`src/rtl/mdio_mgmt_pkg.sv`:
```
package mdio_mgmt_pkg;
    localparam int FRAME_LEN  = 64;
    localparam int RELEASE_AT = 46;   // first bit index not driven on a read
    localparam int DATA_AT    = 48;   // first data bit index
    localparam int DATA_W     = 16;

    localparam int OFS_CTRL   = 'h00;
    localparam int OFS_ADDR   = 'h04;
    localparam int OFS_WDATA  = 'h08;
    localparam int OFS_STAT   = 'h0C;
    localparam int OFS_RDATA  = 'h10;

    localparam int CTRL_RD_BIT = 3;
    localparam int CTRL_WR_BIT = 2;
    localparam int PHY_LSB     = 8;

    typedef struct packed {
        logic              rreq;
        logic              wreq;
        logic [4:0]        phy;
        logic [4:0]        regn;
        logic [DATA_W-1:0] wdata;
        logic [DATA_W-1:0] rdata;
    } regs_t;

    typedef struct packed {
        logic                 busy;
        logic                 wr;
        logic [5:0]           idx;
        logic [FRAME_LEN-1:0] sreg;
        logic [DATA_W-1:0]    rx;
    } frame_t;
endpackage

```
`src/rtl/mdio_clkdiv.sv`:
```
module mdio_clkdiv #(
    parameter int CLK_DIV = 20
) (
    input  logic clk,
    input  logic rst_n,
    input  logic run_i,
    output logic mdc_o,
    output logic rise_o,
    output logic fall_o
);
    localparam int HALF  = CLK_DIV / 2;
    localparam int CNT_W = $clog2(CLK_DIV);

    typedef struct packed {
        logic [CNT_W-1:0] cnt;
        logic             mdc;
    } div_t;

    div_t q, d;

    assign rise_o = run_i && (q.cnt == CNT_W'(HALF - 1));
    assign fall_o = run_i && (q.cnt == CNT_W'(CLK_DIV - 1));
    assign mdc_o  = q.mdc;

    always_comb begin
        d = q;
        if (!run_i) begin
            d.cnt = '0;
            d.mdc = 1'b0;
        end else begin
            d.cnt = fall_o ? '0 : q.cnt + 1'b1;
            if (rise_o) d.mdc = 1'b1;
            if (fall_o) d.mdc = 1'b0;
        end
    end

    always_ff @(posedge clk or negedge rst_n) begin
        if (!rst_n) q <= '0;
        else        q <= d;
    end

    // clock is parked low whenever no transfer runs
    p_mdc_idle_low_r9: assert property (@(posedge clk) disable iff (!rst_n)
        !run_i |=> !mdc_o);
    // a high phase lasts more than one system cycle
    p_mdc_high_hold_r9: assert property (@(posedge clk) disable iff (!rst_n)
        $rose(mdc_o) |=> mdc_o);
endmodule

```
`src/rtl/mdio_frame.sv`:
```
module mdio_frame
    import mdio_mgmt_pkg::*;
(
    input  logic              clk,
    input  logic              rst_n,
    input  logic              start_i,
    input  logic              start_wr_i,
    input  logic [4:0]        phy_i,
    input  logic [4:0]        reg_i,
    input  logic [DATA_W-1:0] wdata_i,
    input  logic              rise_i,
    input  logic              fall_i,
    input  logic              mdio_i,
    output logic              busy_o,
    output logic              done_o,
    output logic              rd_done_o,
    output logic [DATA_W-1:0] rd_data_o,
    output logic              mdio_o,
    output logic              mdio_oe_o
);
    frame_t q, d;
    logic [FRAME_LEN-1:0] frame_w;

    always_comb begin
        frame_w = {32'hFFFF_FFFF, 2'b01,
                   start_wr_i ? 2'b01 : 2'b10,
                   phy_i, reg_i,
                   start_wr_i ? 2'b10 : 2'b00,
                   start_wr_i ? wdata_i : {DATA_W{1'b0}}};
    end

    assign done_o    = q.busy && fall_i && (q.idx == 6'(FRAME_LEN - 1));
    assign rd_done_o = done_o && !q.wr;
    assign rd_data_o = q.rx;
    assign busy_o    = q.busy;
    assign mdio_o    = q.busy ? q.sreg[FRAME_LEN-1] : 1'b1;
    assign mdio_oe_o = q.busy && (q.wr || (q.idx < 6'(RELEASE_AT)));

    always_comb begin
        d = q;
        if (start_i && !q.busy) begin
            d.busy = 1'b1;
            d.wr   = start_wr_i;
            d.idx  = '0;
            d.sreg = frame_w;
            d.rx   = '0;
        end else if (q.busy) begin
            if (rise_i && !q.wr && (q.idx >= 6'(DATA_AT)))
                d.rx = {q.rx[DATA_W-2:0], mdio_i};
            if (fall_i) begin
                if (done_o) begin
                    d.busy = 1'b0;
                end else begin
                    d.idx  = q.idx + 1'b1;
                    d.sreg = {q.sreg[FRAME_LEN-2:0], 1'b0};
                end
            end
        end
    end

    always_ff @(posedge clk or negedge rst_n) begin
        if (!rst_n) q <= '0;
        else        q <= d;
    end

    // a started frame reports busy
    p_start_busy_r6: assert property (@(posedge clk) disable iff (!rst_n)
        start_i |=> busy_o);
    // busy drops after the last falling edge
    p_done_idle_r6: assert property (@(posedge clk) disable iff (!rst_n)
        done_o |=> !busy_o);
    // the line does not move at a rising MDC edge
    p_out_hold_rise_r9: assert property (@(posedge clk) disable iff (!rst_n)
        (busy_o && rise_i) |=> $stable(mdio_o) && $stable(mdio_oe_o));
endmodule

```
`src/rtl/mdio_regs.sv`:
```
module mdio_regs
    import mdio_mgmt_pkg::*;
#(
    parameter int ADDR_W = 5
) (
    input  logic              clk,
    input  logic              rst_n,
    input  logic              bus_sel,
    input  logic              bus_we,
    input  logic [ADDR_W-1:0] bus_addr,
    input  logic [31:0]       bus_wdata,
    output logic [31:0]       bus_rdata,
    input  logic              busy_i,
    input  logic              rd_done_i,
    input  logic [DATA_W-1:0] rd_data_i,
    output logic              start_o,
    output logic              start_wr_o,
    output logic [4:0]        phy_o,
    output logic [4:0]        reg_o,
    output logic [DATA_W-1:0] wdata_o
);
    regs_t q, d;
    logic  ctrl_wr;

    assign start_o    = (q.rreq || q.wreq) && !busy_i;
    assign start_wr_o = q.wreq;
    assign phy_o      = q.phy;
    assign reg_o      = q.regn;
    assign wdata_o    = q.wdata;
    assign ctrl_wr    = bus_sel && bus_we && (bus_addr == ADDR_W'(OFS_CTRL));

    always_comb begin
        d = q;
        if (start_o) begin
            d.rreq = 1'b0;
            d.wreq = 1'b0;
        end
        if (bus_sel && bus_we) begin
            if (bus_addr == ADDR_W'(OFS_CTRL)) begin
                d.rreq = bus_wdata[CTRL_RD_BIT];
                d.wreq = bus_wdata[CTRL_WR_BIT];
            end
            if (bus_addr == ADDR_W'(OFS_ADDR)) begin
                d.phy  = bus_wdata[PHY_LSB+4:PHY_LSB];
                d.regn = bus_wdata[4:0];
            end
            if (bus_addr == ADDR_W'(OFS_WDATA))
                d.wdata = bus_wdata[DATA_W-1:0];
        end
        if (rd_done_i)
            d.rdata = rd_data_i;
    end

    always_comb begin
        bus_rdata = '0;
        if (bus_sel && !bus_we) begin
            if (bus_addr == ADDR_W'(OFS_CTRL)) begin
                bus_rdata[CTRL_RD_BIT] = q.rreq;
                bus_rdata[CTRL_WR_BIT] = q.wreq;
            end
            if (bus_addr == ADDR_W'(OFS_ADDR)) begin
                bus_rdata[PHY_LSB+4:PHY_LSB] = q.phy;
                bus_rdata[4:0]               = q.regn;
            end
            if (bus_addr == ADDR_W'(OFS_WDATA))
                bus_rdata[DATA_W-1:0] = q.wdata;
            if (bus_addr == ADDR_W'(OFS_STAT))
                bus_rdata[0] = busy_i || q.rreq || q.wreq;
            if (bus_addr == ADDR_W'(OFS_RDATA))
                bus_rdata[DATA_W-1:0] = q.rdata;
        end
    end

    always_ff @(posedge clk or negedge rst_n) begin
        if (!rst_n) q <= '0;
        else        q <= d;
    end

    // request bits self-clear once the frame starts
    p_req_clear_r7: assert property (@(posedge clk) disable iff (!rst_n)
        (start_o && !ctrl_wr) |=> !(q.rreq || q.wreq));
    // a pending request is kept while the line is busy
    p_req_hold_r10: assert property (@(posedge clk) disable iff (!rst_n)
        ((q.rreq || q.wreq) && busy_i && !ctrl_wr) |=> (q.rreq || q.wreq));
endmodule

```
`src/rtl/mdio_mgmt_ctrl.sv`:
```
module mdio_mgmt_ctrl
    import mdio_mgmt_pkg::*;
#(
    parameter int CLK_DIV = 20,
    parameter int ADDR_W  = 5
) (
    input  logic              clk,
    input  logic              rst_n,
    input  logic              bus_sel,
    input  logic              bus_we,
    input  logic [ADDR_W-1:0] bus_addr,
    input  logic [31:0]       bus_wdata,
    output logic [31:0]       bus_rdata,
    input  logic              mdio_i,
    output logic              mdc,
    output logic              mdio_o,
    output logic              mdio_oe
);
    logic              busy_w, done_w, rd_done_w;
    logic              start_w, start_wr_w;
    logic              rise_w, fall_w;
    logic [4:0]        phy_w, reg_w;
    logic [DATA_W-1:0] wdata_w, rd_data_w;

    mdio_regs #(.ADDR_W(ADDR_W)) regs_i (
        .clk(clk), .rst_n(rst_n),
        .bus_sel(bus_sel), .bus_we(bus_we), .bus_addr(bus_addr),
        .bus_wdata(bus_wdata), .bus_rdata(bus_rdata),
        .busy_i(busy_w), .rd_done_i(rd_done_w), .rd_data_i(rd_data_w),
        .start_o(start_w), .start_wr_o(start_wr_w),
        .phy_o(phy_w), .reg_o(reg_w), .wdata_o(wdata_w)
    );

    mdio_clkdiv #(.CLK_DIV(CLK_DIV)) div_i (
        .clk(clk), .rst_n(rst_n), .run_i(busy_w),
        .mdc_o(mdc), .rise_o(rise_w), .fall_o(fall_w)
    );

    mdio_frame frame_i (
        .clk(clk), .rst_n(rst_n),
        .start_i(start_w), .start_wr_i(start_wr_w),
        .phy_i(phy_w), .reg_i(reg_w), .wdata_i(wdata_w),
        .rise_i(rise_w), .fall_i(fall_w), .mdio_i(mdio_i),
        .busy_o(busy_w), .done_o(done_w), .rd_done_o(rd_done_w),
        .rd_data_o(rd_data_w), .mdio_o(mdio_o), .mdio_oe_o(mdio_oe)
    );

    // no clock and no drive straight out of reset
    p_reset_quiet_r1: assert property (@(posedge clk) disable iff (!rst_n)
        !busy_w |-> !mdc && !mdio_oe);
    // a finished frame never coincides with MDC high
    p_done_low_r6: assert property (@(posedge clk) disable iff (!rst_n)
        done_w |=> !mdc);
endmodule

```
`config.mk`:
```
export PLATFORM = sky130hd
export DESIGN_NAME = mdio_mgmt_ctrl
export DESIGN_NICKNAME = d
export VERILOG_FILES = /design/src/rtl/mdio_mgmt_pkg.sv /design/src/rtl/mdio_clkdiv.sv /design/src/rtl/mdio_frame.sv /design/src/rtl/mdio_regs.sv /design/src/rtl/mdio_mgmt_ctrl.sv
export SDC_FILE = /design/constraint.sdc
export NUM_CORES = 1
export LEC_CHECK = 0
export ABC_AREA = 1
export BUFFER_PORTS_ARGS = -buffer_cell sky130_fd_sc_hd__buf_2
export CAP_MARGIN = 15
export CORE_ASPECT_RATIO = 0.8
export CORE_MARGIN = 5
export CORE_UTILIZATION = 35
export CTS_BUF_LIST = sky130_fd_sc_hd__clkbuf_4
export DETAILED_ROUTE_END_ITERATION = 7
export GPL_ROUTABILITY_DRIVEN = 0
export SETUP_SLACK_MARGIN = 0.15
export SYNTH_ARGS = -nofsm -noshare
export SYNTH_HDL_FRONTEND = slang
export SYNTH_SLANG_ARGS = --single-unit
```
`constraint.sdc`:
```
create_clock -name clk -period 1.5 [get_ports clk]
set_input_delay 0.15 -clock clk [delete_from_list [all_inputs] [get_ports clk]]
set_output_delay 0.15 -clock clk [all_outputs]
set_load 0.01 [all_outputs]
```
==> impl_metrics.py, run 1 <==
metrics = {
    "run_status": {
        "status": "complete, but fails checks",
        "violations": "setup timing",
    },
    "sta": {
        "setup_ws_ns": -0.315,
        "layout_min_cycle_time_ns": 1.81,
        "drv_slew": 0,
        "whs_ns": 0.0382,
        "setup_violations": 103,
        "clock_skew_ns": 0.0206,
        "setup_tns_ns": -23.30,
        "period_share_pct": 121,
        "rsz0062_at_grt": "true",
        "hold_violations": 0,
        "clock.fmax_mhz": 551,
    },
    "route": {
        "drt-total-wl_um": 19500,
        "route.vias.total": 6012,
        "ant_nets": 0,
        "routedWlPerCell_um": 15.9,
        "dr.first_iter.drc_count": 476,
        "drc": 0,
        "firstDrtPassIters": 5,
        "via_per_inst": 4.89,
    },
    "grt": {
        "grt_pass1_wl_um": 29400,
        "grt.met2_usage_pct": 28.6,
        "grt_pass1_vias": 5729,
        "antenna_found_initial": 1,
        "grt_use_total_pct": 17.7,
        "grt_use_met1_pct": 23.9,
        "grt_max_degree": 45,
        "top_usage_layer": "met2",
        "use_met3_pct": 4.05,
        "grt-ovfl-total": 0,
    },
    "final_layout": {
        "instances_no_fill": 1230,
        "area_delta_synth_final_pct": 57.2,
        "multi_input_area_um2": 3290,
        "seq_area_um2": 3460,
        "fillers": 1542,
        "final_cell_mix": "dfrtp_1, nand2_1, nand2_2",
        "layout_commonest_cell": "dfrtp_1",
        "drive_gt1_share_pct": 45.0,
        "final_nets": 1031,
    },
    "die": {
        "rows": 44,
        "die_area_um2": 21100,
        "core_um2": 18100,
        "die-height_um": 131,
        "start_util_pct": 35.5,
        "io_pins": 77,
        "fp.dieW_um": 161,
    },
    "clock_tree": {
        "cts_htree_levels": 4,
        "clk_path_buf_depth": 2,
        "clock-sinks": 138,
        "clock_latency_ns": 0.57,
        "cts_root_buf": "clkbuf_4",
        "cts_tree": "yes",
        "clk_transition_reported_paths_ns": 0.16,
        "cts_buffers": 17,
    },
    "logic_synthesis": {
        "synth_area_um2": 6410,
        "synth_area_leaders": "dfrtp_1, nand2_1, o21ai_0",
        "async_flop_share_pct": 100,
        "ys_seq_area_share_pct": 53.9,
        "ys_seq_elements": 138,
        "synth_warnings": 0,
        "synth_area_leader_cell": "dfrtp_1",
        "ys.flop_type": "dfrtp_1",
        "synth_top_area_share_pct": 53.9,
        "synth-edff-count": 0,
        "avgSynthCellArea_um2": 8.13,
        "synthCells": 788,
        "yosys.cell_types.count": 29,
    },
    "power": {
        "vdd_drop_max_mv": 0.496,
        "p_leak_uw": 0.00482,
        "power.share.clock_pct": 25.7,
        "p_seq_share_pct": 43.4,
        "combPwrFrac_pct": 30.9,
        "p_switching_uw": 3660,
        "fin_total_pwr_uw": 10700,
        "p_int_uw": 7080,
        "sw_frac_of_total_pct": 34.0,
        "power_density_nw_per_um2": 1070,
    },
    "setup_path": {
        "endpoint_kind": "flip-flop",
        "worst-setup-path-type": "reg2reg",
        "cp_max_fo": 8,
        "crit_required_ns": 2.00,
        "r2r_cells": 11,
        "start_kind": "flip-flop",
        "rrSetupSlack_ns": -0.31,
        "r2r-end": "frame_i.q[25]$_DFFE_PN0P_",
        "cp.arrival_ns": 2.31,
        "r2r_start": "div_i.q[1]$_DFF_PN0_",
    },
    "placement": {
        "hpwl_um": 10300,
        "place_inst": 1080,
        "portBuffers": 44,
        "pre_cts_slack_ns": -0.0387,
    },
    "run": {
        "cap_violations": 0,
    },
    "min_path": {
        "hold_class": "in2async",
    },
}
==> registers in the layout (all words and copies together) (netlist names) <==
name	cells
regs_i.start_wr_o	1
regs_i.reg_o	5
regs_i.phy_o	5
div_i.q	5
frame_i.busy_o	1
regs_i.q	17
frame_i.rd_data_o	16
regs_i.wdata_o	16
frame_i.q	71
div_i.mdc_o	1
==> worst max path at each step <==
stage	endpoint	slack, ns	startpoint
floorplan	frame_i.q[35]$_DFFE_PN0P_	0.03	div_i.q[1]$_DFF_PN0_
global placement	frame_i.q[64]$_DFFE_PN0P_	-0.005	frame_i.q[80]$_DFFE_PN0P_
detailed placement	frame_i.q[63]$_DFFE_PN0P_	-0.04	div_i.q[1]$_DFF_PN0_
CTS	bus_rdata[0]	-0.30	regs_i.q[43]$_DFF_PN0_
global route	frame_i.q[25]$_DFFE_PN0P_	-0.40	div_i.q[2]$_DFF_PN0_
finish	frame_i.q[25]$_DFFE_PN0P_	-0.31	div_i.q[1]$_DFF_PN0_
==> timing repair <==
item | in CTS | in global routing
gates cloned | 20 | 3
hold endpoints to repair | 167 | 0
hold buffers | 18 | 0
pin swaps | 48 | 27
gates resized for setup | 238 | 149
setup endpoints to repair | 125 | 128
buffers inserted | 54 | 22
==> kinds of logic after synthesis <==
kind of cell / share of synthesized area (%)
buffers and inverters: 8.98
other: 0.0585
AOI/OAI and AO/OA: 12.3
adders and majority gates: 0.586
DFF: 53.9
and+or+nand+nor: 23.5
xor gates and xnor gates: 0.683
==> cells in the mapped netlist (2+ instances only) <==
library cell	n
a21oi_1	16
a22oi_1	15
a31oi_1	2
buf_2	22
buf_4	28
clkbuf_1	6
clkinv_1	2
dfrtp_1	138
ha_1	3
inv_1	54
inv_2	6
nand2_1	235
nand3_1	19
nand4_1	11
nor2_1	95
nor2_2	4
nor3_1	3
o211ai_1	2
o21ai_0	97
o21ai_1	15
or2_2	4
xor2_1	4
==> layer usage <==
metal  up-vias  share of wire, %
met1      2956                44
met4         0               1.5
met2       116                50
li1       2918                 -
met5         -                 0
met3        22               4.3
==> critical path: stages (launching register included) <==
cell,delay [ns]
dfrtp_1,0.43
ha_4,0.18
nand2_4,0.05
nor3_4,0.24
nand3_4,0.15
buf_12,0.16
nand2_8,0.12
buf_6,0.11
buf_6,0.09
buf_16,0.11
nand2_2,0.04
o21ai_1,0.07
==> metrics by stage <==
stage | util, % | cell area, um2
2_1_floorplan | - | 6500
3_3_place_gp | 40.2 | 7270
3_5_place_dp | 40.2 | 7270
4_1_cts | 51.7 | 9340
5_1_grt | 55.8 | 10100
6_report | 55.8 | 10100
==> cell type report <==
cell class                      instances  area share, %
Sequential cell                       138           34.3
Multi-Input combinational cell        548           32.7
Timing Repair Buffer                  218           24.3
Tap cell                              230           2.86
Inverter                               62           2.51
Clock inverter                         15           1.95
Clock buffer                           17           1.27
Timing Repair inverter                  1          0.112
Antenna cell                            1         0.0248
==> power by group through the flow <==
stage / clock [uW] / sequential, uW / combinational [uW]
floorplan: 0 / 4550 / 1030
global placement: 0 / 4590 / 1590
detailed placement: 0 / 4600 / 1640
CTS: 2830 / 4590 / 2840
global route: 3010 / 4720 / 3580
finish: 2760 / 4660 / 3310
Power figures use the tool's default switching activity.
==> run 2: changes to the inputs <==
Settings changed: CELL_PAD_IN_SITES_DETAIL_PLACEMENT set to 1, CELL_PAD_IN_SITES_GLOBAL_PLACEMENT set to 1, PLACE_DENSITY set to 0.74.
==> run 2 against run 1 <==
The run still ends with setup timing left. Wire length rose by 46%. Cell area barely moved. Count of clock-buffer cells in the layout rose by 1. Largest power group unchanged. Worst hold slack gained 0.014 ns. Core utilization hardly changed. Sequential power is 2% higher. Clock power down 9.8%. Worst setup slack worse by 0.33 ns. Maximum frequency is 15% lower. First-iteration DRC count rose by 45%.
==> impl_metrics.py, run 2 (same netlist as run 1, synthesis figures left out) <==
metrics = {
    "setup_path": {
        "endpoint_kind": "primary output",
        "crit_top_cell": "buf_6",
        "worst-setup-path-type": "reg2out",
        "crit_chain": "buf_6 > nand4_1 > nand2_1 > nor2_1 > nor3_1 > buf_4 > buf_6",
        "rrSetupSlack_ns": -0.35,
        "r2r_cells": 9,
        "r2r-end": "frame_i.q[63]$_DFFE_PN0P_",
        "crit_required_ns": 1.35,
        "critPathSlowestCell": "dfrtp_1",
        "start_kind": "flip-flop",
        "cp.arrival_ns": 1.99,
        "cpLargestDelayFamily": "simple AND/OR/NAND/NOR gates",
        "crit_buf_inv": 3,
        "r2r_start": "div_i.q[1]$_DFF_PN0_",
        "critical_path.max_stage_delay_ns": 0.43,
        "cp_max_fo": 2,
    },
    "power": {
        "vdd_drop_max_mv": 0.597,
        "p_leak_uw": 0.00474,
        "power_density_nw_per_um2": 1080,
    },
    "final_layout": {
        "final_util_pct": 55.8,
        "final_cell_mix": "dfrtp_1, nand2_1, nor2_1",
        "reg_top3": "frame_i.q: 71 flops, regs_i.q: 17 flops",
        "largest-register": "frame_i.q",
        "largest_reg_flops": 71,
        "layout_commonest_cell": "dfrtp_1",
        "fillers": 2021,
        "instances_no_fill": 1215,
        "final_nets": 1017,
        "drive_gt1_share_pct": 44.8,
        "area_delta_synth_final_pct": 57.2,
    },
    "grt": {
        "grt_use_total_pct": 20.1,
        "grt_pass1_vias": 6240,
        "grt_max_degree": 45,
        "grt-ovfl-total": 0,
        "grt_pass1_wl_um": 33300,
        "antenna_found_initial": 1,
    },
    "die": {
        "rows": 44,
        "io_pins": 77,
        "die_area_um2": 21100,
        "die-height_um": 131,
        "fp.dieW_um": 161,
        "start_util_pct": 35.5,
        "core_um2": 18100,
    },
    "sta": {
        "period_share_pct": 143,
        "clock_skew_ns": 0.0315,
        "setup_violations": 124,
        "setup_ws_ns": -0.643,
        "hold_violations": 0,
        "drv_slew": 0,
        "layout_min_cycle_time_ns": 2.14,
        "rsz0062_at_grt": "true",
        "clock.fmax_mhz": 467,
        "setup_tns_ns": -21.53,
    },
    "clock_tree": {
        "clk_transition_reported_paths_ns": 0.15,
        "cts_tree": "yes",
        "clock-sinks": 138,
        "cts_root_buf": "clkbuf_4",
        "clk_path_buf_depth": 2,
        "cts_buffers": 17,
        "cts_htree_levels": 4,
        "clock_latency_ns": 0.60,
    },
    "route": {
        "route.vias.total": 6667,
        "firstDrtPassIters": 5,
        "via_per_inst": 5.49,
        "routedWlPerCell_um": 23.5,
        "drt-total-wl_um": 28600,
        "dr.first_iter.drc_count": 691,
        "ant_nets": 0,
        "drc": 0,
    },
    "placement": {
        "place_inst": 1088,
        "hpwl_um": 11800,
        "portBuffers": 44,
    },
    "run_status": {
        "violations": "setup timing",
        "status": "complete, but fails checks",
    },
    "run": {
        "cap_violations": 0,
    },
    "min_path": {
        "hold_class": "in2async",
    },
}
==> run 2: worst max-delay path by stage <==
| stage | from | endpoint | cells after the start |
|---|---|---|---|
| after CTS | regs_i.start_wr_o$_DFF_PN0_ | bus_rdata[2] | 7 |
| after detailed placement | div_i.q[2]$_DFF_PN0_ | frame_i.q[57]$_DFFE_PN0P_ | 8 |
| after global routing | regs_i.start_wr_o$_DFF_PN0_ | bus_rdata[2] | 7 |
| after floorplan | div_i.q[1]$_DFF_PN0_ | frame_i.q[35]$_DFFE_PN0P_ | 10 |
| final | regs_i.start_wr_o$_DFF_PN0_ | bus_rdata[2] | 7 |
| after global placement | div_i.q[1]$_DFF_PN0_ | frame_i.q[57]$_DFFE_PN0P_ | 7 |
==> run 2: timing repair <==
| action | in CTS | in global routing |
|---|---|---|
| endpoints found under the hold margin | 167 | 0 |
| pin swaps | 29 | 27 |
| gates cloned | 15 | 12 |
| gates resized for setup | 140 | 298 |
| setup endpoints to repair | 125 | 128 |
| hold buffers | 18 | 0 |
| setup buffers | 29 | 21 |
==> run 2: worst reg2reg max path, delay by kind of cell (launching register included) <==
kind                       cells  cell delay [ns]
buffers and inverters          4             0.52
and+or+nand+nor                3             0.45
DFF                            1             0.43
AOI/OAI and AO/OA              1             0.19
adders and majority gates      1             0.18
==> run 2: per-layer routing <==
layer | part of all wire (%) | up-vias | global-route usage (%) | routed length (um)
li1 | - | 2865 | - | -
met1 | 40 | 3409 | 26.0 | 11500
met2 | 51 | 293 | 35.0 | 14500
met3 | 5.3 | 100 | 4.14 | 1500
met4 | 3.7 | 0 | 5.22 | 1070
met5 | 0 | - | 0 | 0
==> run 2: stage by stage <==
stage / hold WS (ns) / instance area (um2) / worst slack [ns] / power (uW)
6_report: 0.0519 / 10100 / -0.643 / 10900
5_1_grt: 0.0497 / 10100 / -0.708 / 11300
4_1_cts: 0.0341 / 8640 / -0.351 / 9300
3_5_place_dp: 0.117 / 7290 / -0.112 / 6320
3_3_place_gp: 0.118 / 7290 / 0.00596 / 6220
2_1_floorplan: -0.146 / 6500 / 0.0314 / 5590
==> run 2: cell type report <==
type	instances	area, um2	share of cell area [%]
antenna	1	2.50	0.0248
clock buffer	18	135	1.34
clock inverter	13	124	1.23
inverter	62	270	2.68
multi-input combinational	549	3540	35.2
sequential	138	3450	34.3
tap	230	288	2.86
timing repair buffer	203	2240	22.3
timing repair inverter	1	16.3	0.161
==> run 2: report_power, final <==
group          switching (uW)  internal, uW  total (uW)
Clock                    1650           844        2490
Sequential                536          4230        4770
Combinational            1900          1720        3620
Total                    4080          6800       10900
